### src/rtl/pinx_pkg.sv
// Shared constants for the expander register core.
// Assumes a fixed 20-pin, ten-register layout; offsets matter because
// the pointer wrap and flag clearing depend on them.
package pinx_pkg;
    localparam int PIN_W    = 20;
    localparam int BYTE_W   = 8;
    localparam int NUM_REGS = 10;
    localparam int PTR_W    = $clog2(NUM_REGS);
    localparam int GROUPS   = 3;

    localparam logic [PTR_W-1:0] A_DATA0 = PTR_W'(0);
    localparam logic [PTR_W-1:0] A_DATA2 = PTR_W'(2);
    localparam logic [PTR_W-1:0] A_LAST  = PTR_W'(NUM_REGS - 1);

    // Reset value of each register
    function automatic logic [BYTE_W-1:0] reset_value(input int idx);
        case (idx)
            3, 4:    reset_value = 8'hFF;
            5:       reset_value = 8'h0F;
            9:       reset_value = 8'h07;
            default: reset_value = 8'h00;
        endcase
    endfunction

    // Writable bit mask of each register (narrow registers keep four bits)
    function automatic logic [BYTE_W-1:0] keep_mask(input int idx);
        case (idx)
            2, 5, 8, 9: keep_mask = 8'h0F;
            default:    keep_mask = 8'hFF;
        endcase
    endfunction
endpackage

### src/rtl/pinx_addr_ptr.sv
// Register pointer: loaded by the start strobe, advanced by each access.
// Assumes the caller resolves priority and raises step only for taken accesses.
module pinx_addr_ptr
    import pinx_pkg::*;
#(
    parameter int ADDR_W = 8
) (
    input  logic              clk,
    input  logic              rst_n,
    input  logic              load,
    input  logic [ADDR_W-1:0] load_addr,
    input  logic              step,
    output logic [PTR_W-1:0]  ptr
);
    logic              in_range;
    logic [PTR_W-1:0]  ptr_q;

    // Out-of-range start addresses fall back to register zero
    always_comb in_range = (load_addr <= ADDR_W'(NUM_REGS - 1));

    // Pointer update: load, advance with wrap, or hold
    always_ff @(posedge clk) begin
        if (!rst_n)
            ptr_q <= A_DATA0;
        else if (load)
            ptr_q <= in_range ? PTR_W'(load_addr) : A_DATA0;
        else if (step)
            ptr_q <= (ptr_q == A_LAST) ? A_DATA0 : ptr_q + PTR_W'(1);
    end

    assign ptr = ptr_q;
endmodule

### src/rtl/pinx_reg_file.sv
// Ten byte registers plus the read multiplexer and pin direction fan-out.
// Assumes pin_sync is already synchronized to clk.
module pinx_reg_file
    import pinx_pkg::*;
(
    input  logic              clk,
    input  logic              rst_n,
    input  logic              wr_en,
    input  logic [PTR_W-1:0]  ptr,
    input  logic [BYTE_W-1:0] wr_data,
    input  logic [PIN_W-1:0]  pin_sync,
    output logic [BYTE_W-1:0] rd_byte,
    output logic [PIN_W-1:0]  data_vec,
    output logic [PIN_W-1:0]  mask_vec,
    output logic [PIN_W-1:0]  pup_vec,
    output logic [PIN_W-1:0]  in_mode,
    output logic              irq_pol
);
    logic [BYTE_W-1:0] reg_q [NUM_REGS];
    logic [GROUPS-1:0] dir_grp;
    logic [PIN_W-1:0]  view_vec;
    logic [23:0]       view_pad;

    genvar g;
    generate
        for (g = 0; g < NUM_REGS; g++) begin : g_reg
            // One register: reset value, masked write at its address
            always_ff @(posedge clk) begin
                if (!rst_n)
                    reg_q[g] <= reset_value(g);
                else if (wr_en && ptr == PTR_W'(g))
                    reg_q[g] <= wr_data & keep_mask(g);
            end
        end
    endgenerate

    // Unpack registers into per-pin vectors
    always_comb begin
        data_vec = {reg_q[2][3:0], reg_q[1], reg_q[0]};
        mask_vec = {reg_q[5][3:0], reg_q[4], reg_q[3]};
        pup_vec  = {reg_q[8][3:0], reg_q[7], reg_q[6]};
        dir_grp  = reg_q[9][2:0];
        irq_pol  = reg_q[9][3];
    end

    generate
        for (g = 0; g < PIN_W; g++) begin : g_dir
            assign in_mode[g] = dir_grp[g / 8];
        end
    endgenerate

    // Data view: pin level for inputs, stored value for outputs
    always_comb begin
        view_vec = (in_mode & pin_sync) | (~in_mode & data_vec);
        view_pad = {4'h0, view_vec};
    end

    // Read multiplexer
    always_comb begin
        if (ptr <= A_DATA2)
            rd_byte = view_pad[ptr*8 +: 8];
        else if (ptr <= A_LAST)
            rd_byte = reg_q[ptr];
        else
            rd_byte = 8'h00;
    end
endmodule

### src/rtl/pinx_irq_unit.sv
// Input synchronizer, per-pin change flags and the interrupt output.
// Assumes pin_in is asynchronous and holds each level for several clocks.
module pinx_irq_unit
    import pinx_pkg::*;
#(
    parameter int SYNC_STAGES = 2
) (
    input  logic             clk,
    input  logic             rst_n,
    input  logic [PIN_W-1:0] pin_in,
    input  logic [PIN_W-1:0] mask_vec,
    input  logic [PIN_W-1:0] in_mode,
    input  logic             irq_pol,
    input  logic             clr,
    output logic [PIN_W-1:0] pin_sync,
    output logic [PIN_W-1:0] flags,
    output logic             irq
);
    logic [PIN_W-1:0] stage_q [SYNC_STAGES];
    logic [PIN_W-1:0] prev_q;
    logic [PIN_W-1:0] flag_q;
    logic [PIN_W-1:0] set_vec;

    // Synchronizer chain
    always_ff @(posedge clk) begin
        if (!rst_n) begin
            for (int s = 0; s < SYNC_STAGES; s++) stage_q[s] <= '0;
        end else begin
            stage_q[0] <= pin_in;
            for (int s = 1; s < SYNC_STAGES; s++) stage_q[s] <= stage_q[s-1];
        end
    end

    assign pin_sync = stage_q[SYNC_STAGES-1];

    // Change detection on enabled input pins
    always_comb set_vec = (pin_sync ^ prev_q) & ~mask_vec & in_mode;

    // Previous level and sticky flags; a new change wins over a clear
    always_ff @(posedge clk) begin
        if (!rst_n) begin
            prev_q <= '0;
            flag_q <= '0;
        end else begin
            prev_q <= pin_sync;
            flag_q <= (clr ? '0 : flag_q) | set_vec;
        end
    end

    assign flags = flag_q;

    // Interrupt level follows the programmed polarity
    always_comb irq = irq_pol ? (|flag_q) : ~(|flag_q);
endmodule

### src/rtl/pinx_regbank.sv
// Top of the expander register core: host byte port, registers, pins, interrupt.
// Assumes a single clock; pin_in is asynchronous to it.
module pinx_regbank
    import pinx_pkg::*;
#(
    parameter int ADDR_W      = 8,
    parameter int SYNC_STAGES = 2
) (
    input  logic              clk,
    input  logic              rst_n,
    input  logic              start_valid,
    input  logic [ADDR_W-1:0] start_addr,
    input  logic              wr_valid,
    input  logic [7:0]        wr_data,
    input  logic              rd_req,
    output logic [7:0]        rd_data,
    output logic              rd_valid,
    input  logic [19:0]       pin_in,
    output logic [19:0]       pin_out,
    output logic [19:0]       pin_oe,
    output logic [19:0]       pullup_en,
    output logic              irq
);
    logic [PTR_W-1:0]  ptr_q;
    logic              take_wr, take_rd, step, clr_flags;
    logic [BYTE_W-1:0] rd_byte;
    logic [PIN_W-1:0]  data_vec, mask_vec, pup_vec, in_mode, pin_sync, flags;
    logic              irq_pol;
    logic [BYTE_W-1:0] rd_data_q;
    logic              rd_valid_q;

    // Access priority: start, then write, then read
    always_comb begin
        take_wr   = wr_valid & ~start_valid;
        take_rd   = rd_req & ~start_valid & ~wr_valid;
        step      = take_wr | take_rd;
        clr_flags = take_rd & (ptr_q <= A_DATA2);
    end

    pinx_addr_ptr #(.ADDR_W(ADDR_W)) u_ptr (
        .clk(clk), .rst_n(rst_n), .load(start_valid), .load_addr(start_addr),
        .step(step), .ptr(ptr_q)
    );

    pinx_reg_file u_regs (
        .clk(clk), .rst_n(rst_n), .wr_en(take_wr), .ptr(ptr_q), .wr_data(wr_data),
        .pin_sync(pin_sync), .rd_byte(rd_byte), .data_vec(data_vec),
        .mask_vec(mask_vec), .pup_vec(pup_vec), .in_mode(in_mode), .irq_pol(irq_pol)
    );

    pinx_irq_unit #(.SYNC_STAGES(SYNC_STAGES)) u_irq (
        .clk(clk), .rst_n(rst_n), .pin_in(pin_in), .mask_vec(mask_vec),
        .in_mode(in_mode), .irq_pol(irq_pol), .clr(clr_flags),
        .pin_sync(pin_sync), .flags(flags), .irq(irq)
    );

    // Registered read return
    always_ff @(posedge clk) begin
        if (!rst_n) begin
            rd_data_q  <= '0;
            rd_valid_q <= 1'b0;
        end else begin
            rd_valid_q <= take_rd;
            if (take_rd) rd_data_q <= rd_byte;
        end
    end

    assign rd_data   = rd_data_q;
    assign rd_valid  = rd_valid_q;
    assign pin_out   = data_vec;
    assign pin_oe    = ~in_mode;
    assign pullup_en = pup_vec;
endmodule

### config.mk
export PLATFORM = sky130hd
export DESIGN_NAME = pinx_regbank
export DESIGN_NICKNAME = d
export VERILOG_FILES = /design/src/rtl/pinx_pkg.sv /design/src/rtl/pinx_addr_ptr.sv /design/src/rtl/pinx_reg_file.sv /design/src/rtl/pinx_irq_unit.sv /design/src/rtl/pinx_regbank.sv
export SDC_FILE = /design/constraint.sdc
export NUM_CORES = 1
export LEC_CHECK = 0
export BUFFER_PORTS_ARGS = -buffer_cell sky130_fd_sc_hd__buf_2
export CAP_MARGIN = 15
export CORE_MARGIN = 2
export CORE_UTILIZATION = 56
export DETAILED_ROUTE_END_ITERATION = 10
export PLACE_DENSITY_LB_ADDON = 0.15
export RECOVER_POWER = 50
export SLEW_MARGIN = 10
export SYNTH_ARGS = -nofsm -noshare
export SYNTH_HDL_FRONTEND = slang
export SYNTH_SLANG_ARGS = --single-unit
export TNS_END_PERCENT = 1
### constraint.sdc
create_clock -name clk -period 2.4 [get_ports clk]
set_input_delay 0.24 -clock clk [delete_from_list [all_inputs] [get_ports clk]]
set_output_delay 0.24 -clock clk [all_outputs]
set_load 0.1 [all_outputs]
Yosys cells after proc, flatten, opt, wreduce, memory -nomap -nowiden --
Memories as Yosys holds them, arrays and structs flattened. A register that Yosys moved wholly into a read port is not among the register bits. Cells that the tools add are included.
Word-level totals: bits of input ports 41, logic and storage cells 117, output and inout port bits 70, memory bits (writable) 120, bits in registers 53, memories kept 2
Operators by class: magnitude comparators 3, mux-type cells 54, eq/ne operators 9, shifts and indexed selects 1, bitwise gates (word level) 29, reduce and logical (&&, ||, !) cells 13, add/sub/neg operators 1
Memory list:
- u_regs.reg_q | depth 10, width 8, rd ports 11, clocked after memory_dff 1, wr ports 10, RTL line pinx_reg_file.sv:19 | logic [BYTE_W-1:0] reg_q [NUM_REGS];
- u_irq.stage_q | depth 2, width 20, rd ports 2, clocked after memory_dff 0, wr ports 2, RTL line pinx_irq_unit.sv:19 | logic [PIN_W-1:0] stage_q [SYNC_STAGES];
Operator list (number):
- $mux W8 | 12
- $and A20 B20 Y20 | 4
- $mux W20 | 3
- $not A20 Y20 | 2
- $or A20 B20 Y20 | 2
- $mux W1 | 33
- $mux W4 | 6
- $shiftx A24 B8 Y8 | 1
- $reduce_or A20 Y1 | 1
- $xor A20 B20 Y20 | 1
- $eq A4 B3 Y1 const B | 4
- $or A1 B1 Y1 | 13
- $logic_and A1 B1 Y1 | 10
- $eq A4 B2 Y1 const B | 2
- $eq A4 B4 Y1 const B | 2
- $le A8 B4 Y1 const B | 1
- $add A4 B1 Y4 const B | 1
- $and A1 B1 Y1 | 4
- $eq A4 B1 Y1 const B | 1
- $le A4 B2 Y1 const B | 1
- $le A4 B4 Y1 const B | 1
- $logic_not A4 Y1 | 1
- $not A1 Y1 | 3
- $reduce_bool A2 Y1 | 1

Logic depth before layout (Yosys ltp) --
depth in word-level cells 8, gate-level depth with buffers 7, mapped depth without buffers 4

Hierarchy --
A second synthesis with hierarchy kept.
Unflattened totals: cell total of the unflattened synthesis 632, area total of the unflattened synthesis 6957.9 µm²
By module, submodules not included:
- pinx_reg_file | area an instance 3374.5 µm², instances 1, cells an instance 279, seq. area each 1921.8 µm²
- pinx_irq_unit | area an instance 2846.5 µm², instances 1, cells an instance 258, seq. area each 1601.5 µm²
- pinx_regbank | area an instance 465.4 µm², instances 1, cells an instance 64, seq. area each 180.2 µm²
- pinx_addr_ptr | area an instance 271.5 µm², instances 1, cells an instance 31, seq. area each 80.1 µm²

Worst setup path after synthesis --
OpenSTA, ideal clock, no wires.
kind reg2out, start point register u_irq.flag_q[3], in the netlist u_irq.flags[3], end point output port irq, path buffers 0, cell stages (with the launch flop) 5, setup slack -0.175 ns, arrival 2.335 ns, required time 2.160 ns, cells stage by stage dfxtp_1 > nor4_1 > and3_1 > nand3_1 > xnor2_1
Between the ends: longest elaborated chain between the ends 3
RTL lines:
- start, declared | RTL line pinx_irq_unit.sv:21 | logic [PIN_W-1:0] flag_q;
- start signal, assigned | RTL line pinx_irq_unit.sv:46 | flag_q <= (clr ? '0 : flag_q) | set_vec;
- $reduce_or A20 Y1 * | RTL line pinx_irq_unit.sv:53 | always_comb irq = irq_pol ? (|flag_q) : ~(|flag_q);
- $not A1 Y1 | RTL line pinx_irq_unit.sv:53
- $mux W1 * | RTL line pinx_irq_unit.sv:53
- end, declared | RTL line pinx_regbank.sv:22 | output logic irq
Mark *: on every way between the ends. The rest lies on a longest branch, timed or not.

Worst setup path after layout --
start point register u_irq.flag_q[7], in the netlist u_irq.flags[7], end point output port irq
Same word-level chain as after synthesis.

==> impl_metrics.env <==
export IMPL_cp_data_required_time_ns=2.16
export IMPL_grt_setup_unrepaired="false"
export IMPL_peakVddDrop_mv=0.7441
export IMPL_timing_fmax_mhz=440.2
export IMPL_cap_viol_max_count=0
export IMPL_slew_viol_final=0
export IMPL_tns_ns=0
export IMPL_nNetsFinal=724
export IMPL_cts_hold_buffers=0
export IMPL_dieArea_sq_um=12840
export IMPL_cp_end_kind="primary output"
export IMPL_finalCriticalPeriod_ns=2.271
export IMPL_cts_sinks=161
export IMPL_placed_cells=807
export IMPL_final_cell_mix="dfxtp_1 (97), and2_1 (74), edfxtp_1 (64)"
export IMPL_cp_max_fo=2
export IMPL_whs_path_depth=2
export IMPL_coreArea_sq_um=11520
export IMPL_slew_headroom_pct=21.63
export IMPL_postSynthAreaPerCell_sq_um=11.52
export IMPL_status="finished clean"
export IMPL_overflow=0
export IMPL_antenna_found_initial=0
export IMPL_cts_tree="yes"
export IMPL_powerDensity_nw_per_um2=806.8
export IMPL_start_util_pct=58.11
export IMPL_final_core_util_pct=68.11
export IMPL_clkPwrFrac_pct=41.6
export IMPL_clk_path_buf_depth=2
export IMPL_initialDrtViolationCount=525
export IMPL_drc=0
export IMPL_setup_viol=0
export IMPL_critical_path_class="flip-flop to primary output"
export IMPL_power_switching_share_pct=26.14
export IMPL_crit_arrival_ns=2.03
export IMPL_power_leakage_nw=2.911
export IMPL_cts_buffers=17
export IMPL_die_w_um=113.3
export IMPL_ys_types=42
export IMPL_reg2reg_depth=5
export IMPL_num_rows=39
export IMPL_cts_repair_resized=0
export IMPL_finalWeightedCongestion=0.9225
export IMPL_grt_max_degree=50
export IMPL_wirelength_mm=16.74
export IMPL_die_h_um=113.3
export IMPL_groute_usage_overall_pct=26.92
export IMPL_first_pass_iters=5
export IMPL_final_common_cell="dfxtp_1"
export IMPL_cts_max_level=4
export IMPL_critPathLaunchType="flip-flop"
export IMPL_grt_pass1_vias=4621
export IMPL_clkTransAtPathRegs_ns=0.06
export IMPL_num_antenna_cells=0
export IMPL_worst_slew_pin_slew_ns=1.181
export IMPL_clk_latency_ns=0.42
export IMPL_n_fill_cell=864
export IMPL_fin_hold_ws_ns=0.02081
export IMPL_syn_area_sq_um=6691
export IMPL_vias=4846
export IMPL_hpwl_mm=12.54
export IMPL_fin_crit_sh_pct=94.64
export IMPL_hold_violations=0
export IMPL_ant_nets=0
export IMPL_drive_gt1_share_pct=20.55
export IMPL_pre_cts_ws_ns=0.3833
export IMPL_p_seq_share_pct=47.7
export IMPL_yosys_warnings=0
export IMPL_p_int_mw=4.674
export IMPL_fin_ws_ns=0.1285
export IMPL_wl_met1_mm=7.298
export IMPL_numPortBuffers=110
export IMPL_syn_instance_count=581
export IMPL_yosysSeqAreaShare_pct=57.74
export IMPL_wire_per_inst_um=19.95
export IMPL_fin_cells=839
export IMPL_dpl_cell_area_sq_um=7331
export IMPL_grt_pass1_wl_mm=25.43
export IMPL_power_frac_comb_pct=10.7
export IMPL_hold_path_class="primary input to flip-flop"
export IMPL_clock_skew_ns=0.007451
export IMPL_fin_area_sq_um=7844
export IMPL_synth_fp_nets=622
export IMPL_vias_per_cell=5.776
export IMPL_route_met3_wl_mm=1.242
export IMPL_area_delta_synth_final_pct=17.22
export IMPL_netSwitchingPower_mw=1.654
export IMPL_post_cts_setup_buffer_count=0
export IMPL_power_mw=6.328
export IMPL_dr_max_layer_used="met4"
export IMPL_synth_seq_cells=161
export IMPL_boundaryPins=111
export IMPL_clock_root_buffer="clkbuf_16"
export IMPL_wl_met2_mm=7.841
==> worst max-delay path: stages, from the launching register on <==
cell	delay, ns
dfxtp_1	0.32
nor4_1	0.35
and3_1	0.22
nand3_1	0.12
xnor2_2	0.16
buf_2	0.44
==> synthesized netlist by cell type (all sizes together) <==
cell type / n / share of area (%)
a221o: 4 / 0.60
or2b: 6 / 0.67
o2bb2ai: 4 / 0.52
a31oi: 6 / 0.56
o21ai: 16 / 1.2
mux4: 12 / 4.2
nor2b: 5 / 0.47
xnor2: 22 / 2.9
nor3: 29 / 2.2
nand2: 12 / 0.67
edfxtp: 64 / 29
nand3: 14 / 1.1
nand2b: 4 / 0.37
a2bb2oi: 3 / 0.39
nor2: 34 / 1.9
nor3b: 1 / 0.11
clkinv: 2 / 0.11
nand4: 1 / 0.094
dfxtp: 97 / 29
inv: 3 / 0.17
or3: 13 / 1.2
a22o: 3 / 0.39
buf: 23 / 2.4
and2: 96 / 9.0
a211oi: 1 / 0.11
clkbuf: 25 / 1.4
o22ai: 1 / 0.094
o32ai: 1 / 0.13
nor4: 7 / 0.65
o31ai: 2 / 0.22
mux2i: 8 / 1.2
a222oi: 4 / 0.60
and3: 2 / 0.19
mux2: 20 / 3.4
a21oi: 24 / 1.8
o211ai: 8 / 0.90
or2: 4 / 0.37
==> power by group through the flow <==
stage | sequential [mW] | combinational, mW | clock [mW]
CTS | 3.01 | 0.694 | 2.66
finish | 3.02 | 0.677 | 2.63
detailed placement | 3.07 | 0.691 | 0
global route | 3.02 | 0.717 | 2.79
floorplan | 3.29 | 0.290 | 0
global placement | 3.07 | 0.681 | 0
==> registers in the layout, indices dropped and copies added (netlist names), named ones only <==
register and flops:
u_irq.flags 20, u_irq.prev_q 20, u_regs.reg_q 64, rd_valid 1
rd_data 8, u_irq.stage_q 40, u_ptr.ptr 4
==> final timing paths <==
kind                        from              endpoint  slack (ns)
max               u_irq.flags[7]                   irq        0.13
min                   pin_in[17]  u_irq.stage_q[0][17]        0.02
min reg2reg  u_irq.stage_q[0][9]  u_irq.stage_q[0][29]        0.43
max reg2reg         u_ptr.ptr[0]            rd_data[0]        0.38
==> logic make-up (layout without fill, tap and decap cells) <==
group           Yosys count  after routing  synth area share (%)
mux                      40             40                 8.770
buf+inv                  53            168                 4.095
flops                   161            161                 57.74
xor+xnor                 22             22                 2.880
compound gates           77             77                 7.517
simple gates            228            228                 19.00
==> layer usage <==
| layer | vias to the layer above | GRT usage, % |
|---|---|---|
| li1 | 2256 | - |
| met4 | 0 | 8.374 |
| met2 | 231 | 42.16 |
| met5 | - | 0 |
| met3 | 34 | 7.177 |
| met1 | 2325 | 36.98 |
==> cell type report <==
type | count | area (sq um) | share of cell area, %
Inverter | 5 | 18.77 | 0.2393
Multi-Input combinational cell | 367 | 2556 | 32.59
Clock buffer | 22 | 528.0 | 6.732
Sequential cell | 161 | 3864 | 49.26
Clock inverter | 10 | 67.56 | 0.8614
Timing Repair Buffer | 131 | 630.6 | 8.040
Tap cell | 143 | 178.9 | 2.281
Note: power is estimated with default switching activity, not from simulation.
